<file path="config.mk">
export PLATFORM = sky130hd
export DESIGN_NAME = adc_bringup_seq
export DESIGN_NICKNAME = d
export VERILOG_FILES = /design/src/rtl/adc_seq_pkg.sv /design/src/rtl/adc_seq_ctl.sv /design/src/rtl/adc_seq_dp.sv /design/src/rtl/adc_bringup_seq.sv
export SDC_FILE = /design/constraint.sdc
export NUM_CORES = 1
export LEC_CHECK = 0
export ABC_AREA = 1
export BUFFER_PORTS_ARGS = -buffer_cell sky130_fd_sc_hd__buf_2
export CAP_MARGIN = 20
export CORE_UTILIZATION = 40
export CTS_BUF_LIST = sky130_fd_sc_hd__clkbuf_4 sky130_fd_sc_hd__clkbuf_8 sky130_fd_sc_hd__clkbuf_16
export DETAILED_ROUTE_END_ITERATION = 7
export GPL_ROUTABILITY_DRIVEN = 1
export GPL_TIMING_DRIVEN = 0
export SLEW_MARGIN = 20
export SYNTH_ARGS = -nofsm -noshare
export SYNTH_HDL_FRONTEND = slang
export SYNTH_SLANG_ARGS = --single-unit
</file>
<file path="constraint.sdc">
create_clock -name clk -period 1.58 [get_ports clk]
set_input_delay 0 -clock clk [delete_from_list [all_inputs] [get_ports clk]]
set_output_delay 0 -clock clk [all_outputs]
set_load 0.05 [all_outputs]
</file>
<file path="src/rtl/adc_seq_pkg.sv">
package adc_seq_pkg;

  typedef enum logic [1:0] {
    OP_CMD   = 2'd0,
    OP_READ  = 2'd1,
    OP_WRITE = 2'd2
  } reqOpT;

  typedef enum logic [2:0] {
    STEP_RST,
    STEP_HALTSTREAM,
    STEP_RDID,
    STEP_CFGA,
    STEP_CFGB
  } stepT;

  // control -> datapath strobes
  typedef struct packed {
    logic loadHold;
    logic loadSettle;
    logic tick;
    logic captureId;
    logic acceptId;
    logic markDone;
    logic markErr;
    stepT step;
  } ctlStrobesT;

  localparam logic [7:0] OPC_RESET      = 8'h06;
  localparam logic [7:0] OPC_HALTSTREAM = 8'h11;
  localparam logic [7:0] ADDR_ID        = 8'h00;
  localparam logic [7:0] ADDR_CFGA      = 8'h02;
  localparam logic [7:0] ADDR_CFGB      = 8'h03;
  localparam logic [7:0] CFGA_VALUE     = 8'h55;
  localparam logic [4:0] FAM_BASE       = 5'b10010;
  localparam logic [4:0] FAM_EXT        = 5'b11010;

endpackage

</file>
<file path="src/rtl/adc_seq_ctl.sv">
module adc_seq_ctl
  import adc_seq_pkg::*;
(
  input  logic       clk,
  input  logic       rstN,
  input  logic       startReq,
  input  logic       hasResetPin,
  input  logic       engDone,
  input  logic       timerZero,
  input  logic       familyOk,
  output ctlStrobesT ctl,
  output logic       reqValid,
  output logic       holdActive
);

  typedef enum logic [2:0] {
    S_IDLE, S_HOLD, S_SETTLE, S_ISSUE, S_ACK, S_CHECK, S_FAULT, S_FIN
  } stateT;

  stateT stateQ, stateD;
  stepT  stepQ, stepD;

  always_ff @(posedge clk) begin
    if (!rstN) begin
      stateQ <= S_IDLE;
      stepQ  <= STEP_RST;
    end else begin
      stateQ <= stateD;
      stepQ  <= stepD;
    end
  end

  always_comb begin
    stateD         = stateQ;
    stepD          = stepQ;
    ctl            = '0;
    ctl.step       = stepQ;
    unique case (stateQ)
      S_IDLE: if (startReq) begin
        if (hasResetPin) begin
          stateD       = S_HOLD;
          ctl.loadHold = 1'b1;
        end else begin
          stateD = S_ISSUE;
          stepD  = STEP_RST;
        end
      end
      S_HOLD: begin
        ctl.tick = 1'b1;
        if (timerZero) begin
          stateD         = S_SETTLE;
          ctl.loadSettle = 1'b1;
        end
      end
      S_SETTLE: begin
        ctl.tick = 1'b1;
        if (timerZero) begin
          stateD = S_ISSUE;
          stepD  = STEP_HALTSTREAM;
        end
      end
      S_ISSUE: stateD = S_ACK;
      S_ACK: if (engDone) begin
        unique case (stepQ)
          STEP_RST: begin
            stateD         = S_SETTLE;
            ctl.loadSettle = 1'b1;
          end
          STEP_HALTSTREAM: begin
            stateD = S_ISSUE;
            stepD  = STEP_RDID;
          end
          STEP_RDID: begin
            stateD        = S_CHECK;
            ctl.captureId = 1'b1;
          end
          STEP_CFGA: begin
            stateD = S_ISSUE;
            stepD  = STEP_CFGB;
          end
          default: begin
            stateD       = S_FIN;
            ctl.markDone = 1'b1;
          end
        endcase
      end
      S_CHECK: begin
        if (familyOk) begin
          stateD       = S_ISSUE;
          stepD        = STEP_CFGA;
          ctl.acceptId = 1'b1;
        end else begin
          stateD      = S_FAULT;
          ctl.markErr = 1'b1;
        end
      end
      default: ;
    endcase
  end

  assign reqValid   = (stateQ == S_ISSUE);
  assign holdActive = (stateQ == S_HOLD);

  // a request is never followed directly by another strobe
  a_r11_single_strobe: assert property (@(posedge clk) disable iff (!rstN)
    reqValid |=> !reqValid);

  // the reset pin path is entered only with the strap present
  a_r2_hold_needs_pin: assert property (@(posedge clk) disable iff (!rstN)
    $rose(holdActive) |-> hasResetPin);

  // once finished, the sequencer never issues again
  a_r12_fin_quiet: assert property (@(posedge clk) disable iff (!rstN)
    (stateQ == S_FIN) |=> (stateQ == S_FIN) && !reqValid);

endmodule

</file>
<file path="src/rtl/adc_seq_dp.sv">
module adc_seq_dp
  import adc_seq_pkg::*;
#(
  parameter int HOLD_CYC   = 8,
  parameter int SETTLE_CYC = 72
) (
  input  logic       clk,
  input  logic       rstN,
  input  ctlStrobesT ctl,
  input  logic [7:0] engRdData,
  input  logic       avddHigh,
  input  logic       useIntRef,
  output logic       timerZero,
  output logic       familyOk,
  output logic [1:0] reqOp,
  output logic [7:0] reqAddr,
  output logic [7:0] reqData,
  output logic [4:0] chanCount,
  output logic       extFamily,
  output logic       errFlag,
  output logic       seqDone
);

  localparam int MAX_CYC = (HOLD_CYC > SETTLE_CYC) ? HOLD_CYC : SETTLE_CYC;
  localparam int TMR_W   = $clog2(MAX_CYC + 1);
  localparam logic [TMR_W-1:0] HOLD_LOAD   = TMR_W'(HOLD_CYC - 1);
  localparam logic [TMR_W-1:0] SETTLE_LOAD = TMR_W'(SETTLE_CYC - 1);

  logic [TMR_W-1:0] timerQ;
  logic [7:0]       idQ;

  always_ff @(posedge clk) begin
    if (!rstN)               timerQ <= '0;
    else if (ctl.loadHold)   timerQ <= HOLD_LOAD;
    else if (ctl.loadSettle) timerQ <= SETTLE_LOAD;
    else if (ctl.tick && timerQ != '0) timerQ <= timerQ - 1'b1;
  end

  assign timerZero = (timerQ == '0);

  always_ff @(posedge clk) begin
    if (!rstN) begin
      idQ       <= '0;
      chanCount <= '0;
      extFamily <= 1'b0;
      errFlag   <= 1'b0;
      seqDone   <= 1'b0;
    end else begin
      if (ctl.captureId) idQ <= engRdData;
      if (ctl.acceptId) begin
        chanCount <= 5'd4 + {1'b0, idQ[2:0], 1'b0};
        extFamily <= (idQ[7:3] == FAM_EXT);
      end
      if (ctl.markErr)  errFlag <= 1'b1;
      if (ctl.markDone) seqDone <= 1'b1;
    end
  end

  assign familyOk = (idQ[7:3] == FAM_BASE) || (idQ[7:3] == FAM_EXT);

  always_comb begin
    reqOp   = OP_CMD;
    reqAddr = OPC_RESET;
    reqData = 8'h00;
    unique case (ctl.step)
      STEP_RST:        reqAddr = OPC_RESET;
      STEP_HALTSTREAM: reqAddr = OPC_HALTSTREAM;
      STEP_RDID: begin
        reqOp   = OP_READ;
        reqAddr = ADDR_ID;
      end
      STEP_CFGA: begin
        reqOp   = OP_WRITE;
        reqAddr = ADDR_CFGA;
        reqData = CFGA_VALUE;
      end
      default: begin
        reqOp   = OP_WRITE;
        reqAddr = ADDR_CFGB;
        reqData = {useIntRef, 1'b1, useIntRef & avddHigh, 5'b00000};
      end
    endcase
  end

  // error and done are mutually exclusive
  a_r8_err_excludes_done: assert property (@(posedge clk) disable iff (!rstN)
    !(errFlag && seqDone));

  // error is sticky
  a_r8_err_sticky: assert property (@(posedge clk) disable iff (!rstN)
    errFlag |=> errFlag);

  // done is sticky
  a_r12_done_sticky: assert property (@(posedge clk) disable iff (!rstN)
    seqDone |=> seqDone);

  // a reported channel count lies in the legal range and is even
  a_r6_count_range: assert property (@(posedge clk) disable iff (!rstN)
    seqDone |-> (chanCount >= 5'd4) && (chanCount <= 5'd18) && !chanCount[0]);

endmodule

</file>
<file path="src/rtl/adc_bringup_seq.sv">
module adc_bringup_seq
  import adc_seq_pkg::*;
#(
  parameter int ADC_DIV      = 4,
  parameter int RST_HOLD_ADC = 2,
  parameter int SETTLE_ADC   = 18
) (
  input  logic       clk,
  input  logic       rstN,
  input  logic       startReq,
  input  logic       hasResetPin,
  input  logic       avddHigh,
  input  logic       useIntRef,
  output logic       adcResetN,
  output logic       reqValid,
  output logic [1:0] reqOp,
  output logic [7:0] reqAddr,
  output logic [7:0] reqData,
  input  logic       engDone,
  input  logic [7:0] engRdData,
  output logic [4:0] chanCount,
  output logic       extFamily,
  output logic       errFlag,
  output logic       seqDone
);

  localparam int HOLD_CYC   = RST_HOLD_ADC * ADC_DIV;
  localparam int SETTLE_CYC = SETTLE_ADC * ADC_DIV;

  ctlStrobesT ctl;
  logic       timerZero;
  logic       familyOk;
  logic       holdActive;

  adc_seq_ctl u_ctl (
    .clk        (clk),
    .rstN       (rstN),
    .startReq   (startReq),
    .hasResetPin(hasResetPin),
    .engDone    (engDone),
    .timerZero  (timerZero),
    .familyOk   (familyOk),
    .ctl        (ctl),
    .reqValid   (reqValid),
    .holdActive (holdActive)
  );

  adc_seq_dp #(
    .HOLD_CYC  (HOLD_CYC),
    .SETTLE_CYC(SETTLE_CYC)
  ) u_dp (
    .clk       (clk),
    .rstN      (rstN),
    .ctl       (ctl),
    .engRdData (engRdData),
    .avddHigh  (avddHigh),
    .useIntRef (useIntRef),
    .timerZero (timerZero),
    .familyOk  (familyOk),
    .reqOp     (reqOp),
    .reqAddr   (reqAddr),
    .reqData   (reqData),
    .chanCount (chanCount),
    .extFamily (extFamily),
    .errFlag   (errFlag),
    .seqDone   (seqDone)
  );

  assign adcResetN = !holdActive;

  // the reset pin never moves when the strap says it is absent
  a_r3_pin_idle_without_strap: assert property (@(posedge clk) disable iff (!rstN)
    !hasResetPin |-> adcResetN);

endmodule

</file>
# ---- Yosys cells after proc, flatten, opt, wreduce, memory -nomap -nowiden
# Cells that the tools add are included.
dict set report totals {
  register_bits 29
  in_bits 15
  out_inout_bits 28
  word_cells 90
}
dict set report classes {
  addsub 2
  n_eq_ne 17
  mux 39
  n_bitwise 2
  reduce_logical 20
}
# cell count
set op_table {}
lappend op_table {{$mux W3} 11}
lappend op_table {{$pmux W5 S4} 1}
lappend op_table {{$pmux W3 S6} 1}
lappend op_table {{$mux W1} 17}
lappend op_table {{$pmux W8 S2} 1}
lappend op_table {{$mux W7} 2}
lappend op_table {{$eq A3 B2 Y1 const B} 4}
lappend op_table {{$ne A2 B2 Y1 const B} 6}
lappend op_table {{$pmux W3 S4} 1}
lappend op_table {{$eq A5 B5 Y1 const B} 2}
lappend op_table {{$pmux W3 S3} 1}
lappend op_table {{$reduce_or A2 Y1} 4}
lappend op_table {{$logic_not A7 Y1} 1}
lappend op_table {{$reduce_and A7 Y1} 1}
lappend op_table {{$reduce_bool A7 Y1} 1}
lappend op_table {{$sub A7 B1 Y7 const B} 1}
lappend op_table {{$eq A3 B1 Y1 const B} 2}
lappend op_table {{$eq A3 B3 Y1 const B} 2}
lappend op_table {{$logic_not A3 Y1} 2}
lappend op_table {{$pmux W3 S2} 1}
lappend op_table {{$reduce_bool A6 Y1} 1}
lappend op_table {{$reduce_or A3 Y1} 2}
lappend op_table {{$add A3 B4 Y5 const A} 1}
lappend op_table {{$reduce_and A5 Y1} 1}
lappend op_table {{13 further kinds} 13}

# ---- Longest topological paths before layout
# Gate-level depths: netlist of the first run.
dict set report depth {
  word_depth 7
  ltp_mapped 11
  mapped_depth_nobuf 11
}

# ---- By module
# Synthesis of the first run repeated with hierarchy kept, for this count alone.
dict set report hier_totals {
  cells_unflattened 257
  hier_area_um2 1684.1
}
# mod n_inst cells_each area_per_inst_um2
set modules_own_cells {}
lappend modules_own_cells {adc_seq_dp 1 159 1119.8}
lappend modules_own_cells {adc_seq_ctl 1 97 560.5}
lappend modules_own_cells {adc_bringup_seq 1 1 3.8}

# ---- Least setup slack after synthesis of the first run
# Ideal clock, no wire load.
dict set report synth_timing {
  path_kind {reg2reg}
  startpoint {register u_ctl.stepQ[1]}
  endpoint {register u_dp.timerQ[3]}
  setup_ns 0.117
  t_arrival_ns 1.986
  required_time_ns 1.463
  path_slack_ns -0.522
  stages_incl_launch_ff 7
  synth_period_minus_slack_ns 2.102
  path_cell_list {dfxtp_1 nor3_1 nand2_1 nand2_2 nor2_4 nand3_1 nor2_1}
}
dict set report synth_between {
  elab_chain_len 5
}
# item line_no
set synth_lines {}
lappend synth_lines {{start, declared} adc_seq_ctl.sv:21} ;# stepT stepQ, stepD;
lappend synth_lines {{start signal, assigned} adc_seq_ctl.sv:29} ;# stepQ <= stepD;
lappend synth_lines {{$logic_not A3 Y1} adc_seq_ctl.sv:64} ;# unique case (stepQ)
lappend synth_lines {{$mux W1} adc_seq_ctl.sv:64}
lappend synth_lines {{$mux W1} adc_seq_ctl.sv:63} ;# S_ACK: if (engDone) begin
lappend synth_lines {{$pmux W1 S2} adc_seq_ctl.sv:38} ;# unique case (stateQ)
lappend synth_lines {{$reduce_or A3 Y1 (no line)} -}
lappend synth_lines {{end signal, assigned} adc_seq_dp.sv:36} ;# else if (ctl.tick && timerQ != '0) timerQ <= timerQ - 1'b1;
lappend synth_lines {{end, declared} adc_seq_dp.sv:29} ;# logic [TMR_W-1:0] timerQ;
# No other way between the ends.
# A chain may end at the register's enable or synchronous reset.

# ---- Worst setup path in the final report of the first run
dict set report layout_timing {
  startpoint {register u_ctl.stateQ[0]}
  endpoint {output reqValid}
}
dict set report layout_between {
  elab_chain_len 1
}
# item line_no
set layout_lines {}
lappend layout_lines {{start, declared} adc_seq_ctl.sv:20} ;# stateT stateQ, stateD;
lappend layout_lines {{start signal, assigned} adc_seq_ctl.sv:28} ;# stateQ <= stateD;
lappend layout_lines {{$eq A3 B2 Y1} adc_seq_ctl.sv:101} ;# assign reqValid = (stateQ == S_ISSUE);
lappend layout_lines {{end, declared} adc_bringup_seq.sv:15} ;# output logic reqValid,
# No other way between the ends.

==> impl_metrics.csv, run 1 <==
group,metric,value,unit
yosys,synth_seq_cells,28,
drt,wl_met2,1.665,mm
critical_path,start_kind,"flop",
drt,firstDrtPassIters,5,
floorplanning,die_w,65.67,um
finish,drive_above_1_share,26.87,%
yosys,syn_area,1622,sq um
finish,fillers,374,
worst_hold_path,min_path_type,"input pin to flop",
clock_network,clock_sinks,28,
drt,wl_met1,1.703,mm
critical_path,r2r_start,"u_ctl.stateQ[0]$_SDFFE_PN0P_",
critical_path,arrival,1430,ps
floorplanning,dieArea,4313,sq um
worst_hold_path,min_to,"u_dp.idQ[4]$_SDFFE_PN0P_",
critical_path,endpoint_kind,"output pin",
grt,grt_first_pass_wirelength,5.775,mm
yosys,synth_area_leaders,"dfxtp_1 35%, nor2_1 10%, nand2_1 9.0%",
drt,drcViolationCount,0,
placed_design,port_buffers,35,
yosys,yosysWarningCount,0,
clock_network,clkTransAtPathRegs,100,ps
placed_design,routabilityCongestion,0.8297,
drt,top_layer_used,"met4",
sta,fin_tns_setup,0,ps
critical_path,worstPathRequired,1580,ps
clock_network,cts_inserted_buffers,3,
floorplanning,fp.coreArea,3771,sq um
floorplanning,start_util,43.00,%
sta,period_minus_slack,1428,ps
sta,finalCritPeriodShare,90.37,%
critical_path,path_class,"flop to output pin",
power,power_density,1912,nW/um^2
clock_network,insertion_delay,270,ps
run_status,outcome,"complete, no violations",
worst_hold_path,hp-start,"engRdData[4]",
yosys,synth_edf_count,0,
sta,fmaxAchievable,700.4,MHz
yosys,synth_ff_type,"dfxtp_1",
yosys,synth_cell_type_count,26,
sta,drv_slew,0,
yosys,yosysMostFrequentCell,"nor2_1",
drt,vias_per_cell,4.573,
drt,wl_per_cell,10.26,um
floorplanning,die_y,65.67,um
grt,grt_pass1_vias,1345,
placed_design,hpwlAfterDp,2.708,mm
critical_path,r2r-end,"u_dp.idQ[2]$_SDFFE_PN0P_",
flow_run,maxCapViolCount,0,
critical_path,critPathMaxFanout,5,
power,leakage,0.001090,uW
drt,antenna_left,0,
drt,routed_wl,3.510,mm
sta,finClkSkew,4.427,ps
drt,vias,1564,
drt,drt_iter0_markers,65,
clock_network,clk_path_buf_depth,2,
yosys,async_flop_share,0,%
drt,wl_met3,109,um
sta,rsz0062_at_grt,"no",
finish,nets,314,
floorplanning,num_io_pins,43,
floorplanning,std_cell_rows,22,
clock_network,h-tree-depth,1,
grt,grt_usage,17.50,%
grt,grt-ovfl-total,0,
worst_hold_path,hold_depth,3,
finish,area_delta_synth_final,27.78,%
clock_network,cts-root-buf,"clkbuf_8",
clock_network,cts_setup_buffers,0,
yosys,synth_largest_area_cell,"dfxtp_1",
yosys,synth_cells,241,
critical_path,reg2regPathDepth,7,
critical_path,r2r_slack,170,ps
yosys,synth.avg_cell_area,6.728,sq um
yosys,ys_top_cells_by_count,"44 x nor2_1, 39 x nand2_1, 30 x inv_1",
finish,antenna_cells,0,
clock_network,cts_tree,"built",
yosys,seq_area_frac_synth,34.57,%
sta,setup_viol,0,
sta,hold_ws,8.805,ps
yosys,synth_top_area_share,34.57,%
sta,hold_violations,0,
grt,antenna_found_initial,0,
power,peakVddDrop,0.0007885,V
grt,grt_max_degree,17,
[per-layer routing]
metal  up-vias  track usage, %
met5         -               0
met4         0           4.891
met3         2           3.993
met2        22           30.10
met1       684           21.50
li1        856               -
[stage by stage]
stage | utilization, % | cell area [sq um] | worst slack (ps) | total power (uW) | std cells
after floorplan | - | 1655 | 104.2 | 2906 | 247
after global routing | 54.94 | 2072 | 43.25 | 4271 | 342
after detailed placement | 50.13 | 1891 | 53.77 | 3346 | 330
after CTS | 54.15 | 2042 | 26.80 | 3930 | 342
final | 54.94 | 2072 | 152.2 | 3961 | 342
after global placement | 50.13 | 1891 | 67.02 | 3331 | 330
[layout make-up]
cell class	instances	area [sq um]	area share (%)
inverters	36	137.6	6.643
multi-input cells	171	894.6	43.18
clock inverters	1	30.03	1.449
repair buffers	43	255.2	12.32
well taps	48	60.06	2.899
clock buffers	3	41.29	1.993
plain buffers	12	90.09	4.348
flip-flops and latches	28	563.0	27.17
[critical path, cell delays in order, from the launching register on]
cell and delay, ps:
dfxtp_1 490, inv_1 110, nor2_1 150, nand2_1 100, inv_1 60, buf_2 250
[registers in the layout (all words and copies together) (netlist names)]
name,count
u_dp.extFamily,1
u_ctl.stateQ,3
u_ctl.stepQ,3
u_dp.timerQ,7
u_dp.errFlag,1
u_dp.idQ,8
u_dp.seqDone,1
u_dp.chanCount,4
[cells in the final DEF (no fill, tap or decap), drive strengths merged]
cell type and count:
a21oi 12, a31oi 2, buf 45, bufinv 1, clkbuf 5, conb 7
dfxtp 28, dlygate4sd3 8, ha 4, inv 36, nand2 45, nand3 23
nand3b 2, nand4 2, nor2 50, nor3 1, o21ai 21, xnor2 2
[worst max path at each step]
stage                            startpoint                      endpoint  slack, ps  cells past startpoint
6_report       u_ctl.stateQ[0]$_SDFFE_PN0P_                      reqValid        150                      5
4_1_cts         u_dp.timerQ[0]$_SDFFE_PN0P_  u_ctl.stateQ[2]$_SDFFE_PN0P_         30                     10
3_5_place_dp    u_dp.timerQ[0]$_SDFFE_PN0P_  u_ctl.stateQ[2]$_SDFFE_PN0P_         50                     10
2_1_floorplan  u_ctl.stateQ[2]$_SDFFE_PN0P_  u_ctl.stateQ[0]$_SDFFE_PN0P_        100                      8
5_1_grt        u_ctl.stateQ[0]$_SDFFE_PN0P_      u_dp.idQ[2]$_SDFFE_PN0P_         40                      7
3_3_place_gp    u_dp.timerQ[0]$_SDFFE_PN0P_  u_ctl.stateQ[2]$_SDFFE_PN0P_         70                     10
[report_power, final]
part	leakage (uW)	internal, uW	switching, uW
Sequential	0.000228	844	188
Clock	0.0000357	339	223
Combinational	0.000826	716	1650
[cells by family (layout without fill, tap and decap cells)]
family          Yosys count  count (layout)  share of synthesized area [%]
compound gates           35              35                          10.96
xor+xnor                  2               2                          1.080
fa+ha+maj                 4               4                          3.087
buf+inv                  48              95                          14.04
flops                    28              28                          34.57
other cells               1               7                         0.2313
simple gates            123             123                          36.03
[repair_timing]
item,in CTS,in global routing
endpoints found under the hold margin,7,0
resized for setup,0,8
hold buffers,8,0
endpoints found under the setup margin,0,16
No activity file was read; power rests on OpenSTA's default activity.
==> run 2, diff against run 1 <==
--- a/config.mk
+++ b/config.mk
@@ -13,6 +13,7 @@
 export DETAILED_ROUTE_END_ITERATION = 7
 export GPL_ROUTABILITY_DRIVEN = 1
 export GPL_TIMING_DRIVEN = 0
+export RECOVER_POWER = 25
 export SLEW_MARGIN = 20
 export SYNTH_ARGS = -nofsm -noshare
 export SYNTH_HDL_FRONTEND = slang
==> run 2 against run 1 <==
Cell area shrank 0.79%. Power shrank 0.18%. Global-route usage is the same. Sequential cell count is the same. Combinational power is essentially flat. Die area is the same. Register-to-register slack is essentially flat. Clock power is essentially flat. Clock-buffer cell count is the same. Fmax grew 1.2%.
==> impl_metrics.csv, run 2 (same netlist as run 1, synthesis figures left out) <==
group,metric,value,unit
floorplanning,num_io_pins,43,
worst_hold_path,min_path_type,"input pin to flop",
placed_design,pre_cts_ws,53.77,ps
clock_network,cts-root-buf,"clkbuf_8",
sta,fmaxAchievable,708.9,MHz
critical_path,reg2regPathDepth,7,
finish,final_common_cell,"nor2_1",
finish,largest_reg_flops,8,
drt,vias,1565,
finish,area_delta_synth_final,26.77,%
sta,slew_headroom,59.71,%
drt,wl_per_cell,10.30,um
clock_network,clkTransAtPathRegs,100,ps
placed_design,hpwlAfterDp,2.708,mm
drt,antenna_left,0,
sta,finalCritPeriodShare,89.29,%
placed_design,routabilityCongestion,0.8297,
critical_path,r2r_start,"u_ctl.stateQ[0]$_SDFFE_PN0P_",
finish,nets,314,
drt,routed_wl,3.522,mm
clock_network,clk_path_buf_depth,2,
worst_hold_path,min_to,"u_dp.idQ[4]$_SDFFE_PN0P_",
clock_network,cts_tree,"built",
flow_run,maxCapViolCount,0,
floorplanning,die_w,65.67,um
drt,vias_per_cell,4.576,
worst_hold_path,hold_depth,3,
sta,rsz0062_at_grt,"no",
finish,top_regs,"u_dp.idQ: 8 flops, u_dp.timerQ: 7 flops, u_dp.chanCount: 4 flops",
grt,grt_max_degree,17,
finish,antenna_cells,0,
critical_path,worstPathRequired,1580,ps
floorplanning,start_util,43.00,%
floorplanning,fp.coreArea,3771,sq um
placed_design,port_buffers,35,
sta,fin_tns_setup,0,ps
finish,regMostFlops,"u_dp.idQ",
sta,worst_pin_slew,606.9,ps
finish,final_util,54.51,%
critical_path,arrival,1410,ps
floorplanning,std_cell_rows,22,
sta,hold_violations,0,
clock_network,cts_inserted_buffers,3,
worst_hold_path,hp-start,"engRdData[4]",
clock_network,cts_setup_buffers,0,
sta,setup_ws,169.3,ps
critical_path,endpoint_kind,"output pin",
finish,drive_above_1_share,23.47,%
clock_network,insertion_delay,270,ps
sta,drv_slew,0,
sta,period_minus_slack,1411,ps
floorplanning,dieArea,4313,sq um
clock_network,clock_sinks,28,
power,leakage,0.001051,uW
floorplanning,die_y,65.67,um
clock_network,h-tree-depth,1,
drt,drcViolationCount,0,
grt,grt_usage,17.50,%
sta,setup_viol,0,
critical_path,r2r-end,"u_dp.idQ[2]$_SDFFE_PN0P_",
power,peakVddDrop,0.0007881,V
drt,drt_iter0_markers,71,
sta,finClkSkew,4.213,ps
critical_path,r2r_slack,170,ps
grt,grt-ovfl-total,0,
grt,grt_first_pass_wirelength,5.775,mm
grt,antenna_found_initial,0,
grt,grt_pass1_vias,1345,
drt,firstDrtPassIters,5,
finish,mostFrequentLayoutCells,"44 x nor2_1, 39 x nand2_1, 29 x inv_1",
critical_path,start_kind,"flop",
critical_path,critPathMaxFanout,9,
critical_path,path_class,"flop to output pin",
power,power_density,1923,nW/um^2
run_status,outcome,"complete, no violations",
## run 2: cell types whose count changed in the layout (fill, tap and decap cells not counted), sizes merged
cell	change
buf	-10
clkbuf	+10
## run 2: stage by stage
stage / area, sq um / hold WS, ps / std cells / power, uW
2_1_floorplan: 1655 / 141.8 / 247 / 2906
3_3_place_gp: 1891 / 232.2 / 330 / 3331
3_5_place_dp: 1891 / 237.3 / 330 / 3346
4_1_cts: 2042 / 7.564 / 342 / 3930
5_1_grt: 2056 / 3.875 / 342 / 4263
6_report: 2056 / 8.308 / 342 / 3954
## run 2: where the power goes
part	switching (uW)	total, uW	leakage (uW)	internal, uW
Clock	224	563	0.0000357	339
Combinational	1650	2360	0.000787	711
Sequential	186	1030	0.000228	844
Total	2060	3950	0.00105	1900
## run 2: worst max-delay path by stage
stage                                       from                      endpoint  slack (ps)  depth (start not counted)
floorplan           u_ctl.stateQ[2]$_SDFFE_PN0P_  u_ctl.stateQ[0]$_SDFFE_PN0P_         100                          8
detailed placement   u_dp.timerQ[0]$_SDFFE_PN0P_  u_ctl.stateQ[2]$_SDFFE_PN0P_          50                         10
CTS                  u_dp.timerQ[0]$_SDFFE_PN0P_  u_ctl.stateQ[2]$_SDFFE_PN0P_          30                         10
finish               u_ctl.stepQ[2]$_SDFFE_PN0P_                    reqData[2]         170                          5
global placement     u_dp.timerQ[0]$_SDFFE_PN0P_  u_ctl.stateQ[2]$_SDFFE_PN0P_          70                         10
global route         u_dp.timerQ[0]$_SDFFE_PN0P_  u_ctl.stateQ[2]$_SDFFE_PN0P_          50                         10
## run 2: critical path, stage by stage (launching register included)
cell     delay, ps
dfxtp_1        380
inv_2          150
nand3_2        140
inv_2          120
buf_4          110
buf_2          240
## run 2: final cells by class
cell class	count	area, sq um
flip-flops and latches	28	563.0
multi-input cells	171	889.6
fillers	380	1715
plain buffers	12	90.09
inverters	36	137.6
clock buffers	3	41.29
repair buffers	43	244.0
clock inverters	1	30.03
well taps	48	60.06
## run 2: timing repair
action / in CTS / in global routing
setup endpoints to repair: 0 / 16
resized for setup: 0 / 8
hold buffers: 8 / 0
hold endpoints to repair: 7 / 0
## run 2: metal layers
metal,global-route usage (%),vias up,share of wire (%)
li1,-,854,-
met1,21.50,687,48
met2,30.10,22,47
met3,3.993,2,3.4
met4,4.891,0,0.94
met5,0,-,0
==> run 3, diff against run 2 <==
--- a/config.mk
+++ b/config.mk
@@ -6,7 +6,7 @@
 export NUM_CORES = 1
 export LEC_CHECK = 0
 export ABC_AREA = 1
-export BUFFER_PORTS_ARGS = -buffer_cell sky130_fd_sc_hd__buf_2
+export BUFFER_PORTS_ARGS = -buffer_cell sky130_fd_sc_hd__buf_4
 export CAP_MARGIN = 20
 export CORE_UTILIZATION = 40
 export CTS_BUF_LIST = sky130_fd_sc_hd__clkbuf_4 sky130_fd_sc_hd__clkbuf_8 sky130_fd_sc_hd__clkbuf_16
==> run 3 against run 2 <==
Sequential cell count is the same. Highest routed layer unchanged. Die area stayed put. Critical path depth grew 2. Largest power group unchanged. Critical endpoint is now u_dp.idQ[0]$_SDFFE_PN0P_. Worst setup slack lost 20 ps. Sequential power is essentially flat. Global-route usage grew 0.58 points. Cell area is 3.3% higher. Critical path type is now flop to flop.
==> impl_metrics.csv, run 3 (same netlist as run 1, synthesis figures left out) <==
group,metric,value,unit
sta,rsz0062_at_grt,"no",
sta,hold_violations,0,
power,leakage,0.001075,uW
critical_path,crit_slowest_cell,"dfxtp_1",
drt,antenna_left,0,
grt,grt_pass1_vias,1353,
sta,drv_slew,0,
floorplanning,fp.coreArea,3771,sq um
worst_hold_path,min_path_type,"input pin to flop",
clock_network,insertion_delay,270,ps
critical_path,worst_setup_path_startpoint,"u_ctl.stateQ[0]$_SDFFE_PN0P_",
sta,period_minus_slack,1430,ps
floorplanning,start_util,43.00,%
grt,grt_usage,18.08,%
floorplanning,std_cell_rows,22,
floorplanning,die_w,65.67,um
floorplanning,dieArea,4313,sq um
drt,vias_per_cell,4.518,
sta,worst_pin_slew,592.9,ps
finish,drive_above_1_share,24.15,%
drt,vias,1545,
placed_design,pre_cts_ws,38.47,ps
floorplanning,num_io_pins,43,
critical_path,worstPathRequired,1750,ps
placed_design,hpwlAfterDp,2.775,mm
sta,setup_ws,149.5,ps
sta,finClkSkew,2.164,ps
finish,final_util,56.30,%
sta,slew_headroom,60.65,%
clock_network,h-tree-depth,1,
critical_path,crit_top_cell,"nand2_1",
sta,setup_viol,0,
finish,fin_area,2123,sq um
critical_path,r2r-end,"u_dp.idQ[0]$_SDFFE_PN0P_",
critical_path,r2r_slack,150,ps
clock_network,cts-root-buf,"clkbuf_8",
placed_design,routabilityCongestion,0.8334,
clock_network,clk_path_buf_depth,2,
finish,antenna_cells,0,
run_status,outcome,"complete, no violations",
clock_network,clkTransAtPathRegs,90,ps
critical_path,critical-path-max-stage-delay,380,ps
critical_path,cp.depth,7,
clock_network,cts_tree,"built",
critical_path,path_class,"flop to flop",
critical_path,cpLargestDelayFamily,"simple AND/OR/NAND/NOR gates",
critical_path,r2r_start,"u_ctl.stateQ[0]$_SDFFE_PN0P_",
drt,routed_wl,3.672,mm
sta,fmaxAchievable,699.1,MHz
placed_design,placed_cell_area,1978,sq um
drt,drcViolationCount,0,
drt,firstDrtPassIters,4,
critical_path,reg2regPathDepth,7,
finish,nets,314,
finish,largest_reg_flops,8,
power,peakVddDrop,0.0006828,V
clock_network,cts_inserted_buffers,3,
finish,mostFrequentLayoutCells,"44 x nor2_1, 39 x nand2_1, 35 x buf_4",
sta,fin_tns_setup,0,ps
sta,finalCritPeriodShare,90.54,%
grt,grt_max_degree,17,
finish,area_delta_synth_final,30.94,%
critical_path,path_buf_inv,1,
grt,grt-ovfl-total,0,
clock_network,clock_sinks,28,
power,power_density,1907,nW/um^2
critical_path,critPathMaxFanout,10,
critical_path,endpoint_kind,"flop",
floorplanning,die_y,65.67,um
finish,regMostFlops,"u_dp.idQ",
finish,top_regs,"u_dp.idQ: 8 flops, u_dp.timerQ: 7 flops, u_dp.chanCount: 4 flops",
grt,grt_first_pass_wirelength,6.058,mm
flow_run,maxCapViolCount,0,
critical_path,endpoint,"u_dp.idQ[0]$_SDFFE_PN0P_",
critical_path,worstPathCellList,"nor2_2 > nand2_1 > nor2_4 > nand2_1 > buf_6 > o21ai_0 > nor2_1",
critical_path,start_kind,"flop",
critical_path,arrival,1600,ps
grt,antenna_found_initial,0,
drt,wl_per_cell,10.74,um
finish,final_common_cell,"nor2_1",
drt,drt_iter0_markers,51,
placed_design,port_buffers,35,
run 3: report_power, final:
| part | switching [uW] | internal (uW) | leakage (uW) |
|---|---|---|---|
| registers | 188 | 844 | 0.000228 |
| clock network | 217 | 339 | 0.0000357 |
| logic | 1660 | 802 | 0.000811 |
run 3: worst min-delay path by stage:
stage	startpoint	end	slack, ps	depth (start not counted)
CTS	engRdData[4]	u_dp.idQ[4]$_SDFFE_PN0P_	5	3
finish	engRdData[4]	u_dp.idQ[4]$_SDFFE_PN0P_	10	3
global route	engRdData[4]	u_dp.idQ[4]$_SDFFE_PN0P_	40	3
floorplan	rstN	u_dp.chanCount[2]$_SDFFE_PN0P_	140	2
detailed placement	engRdData[6]	u_dp.idQ[6]$_SDFFE_PN0P_	240	3
global placement	engRdData[5]	u_dp.idQ[5]$_SDFFE_PN0P_	230	3
run 3: what timing repair did:
item / 4_1_cts / 5_1_grt
endpoints found under the setup margin: 0 / 17
setup buffers: 0 / 0
gates resized for setup: 0 / 7
hold endpoints to repair: 8 / 0
hold buffers: 8 / 0
run 3: metal layers:
layer  share of wire, %  wire length, um  track usage [%]
met3                2.6               95            3.646
met1                 50             1836            24.13
met2                 47             1714            29.59
met4               0.71               26            4.076
met5                  0                0                0
run 3: through the flow:
step	hold WS, ps	std cells	total power (uW)
finish	14.46	342	4048
floorplan	141.8	247	2906
CTS	5.465	342	4044
global route	36.51	342	4372
global placement	233.3	330	3456
detailed placement	238.3	330	3460
run 3: final cells by class:
cell class | count | area [sq um]
fillers | 376 | 1648
multi-input cells | 171 | 889.6
flip-flops and latches | 28 | 563.0
repair buffers | 43 | 311.5
inverters | 36 | 137.6
plain buffers | 12 | 90.09
well taps | 48 | 60.06
clock buffers | 3 | 41.29
clock inverters | 1 | 30.03
run 3: tightest hold or removal path: stages:
cell and delay [ps]:
buf_4 70, o21ai_0 70, a21oi_1 110
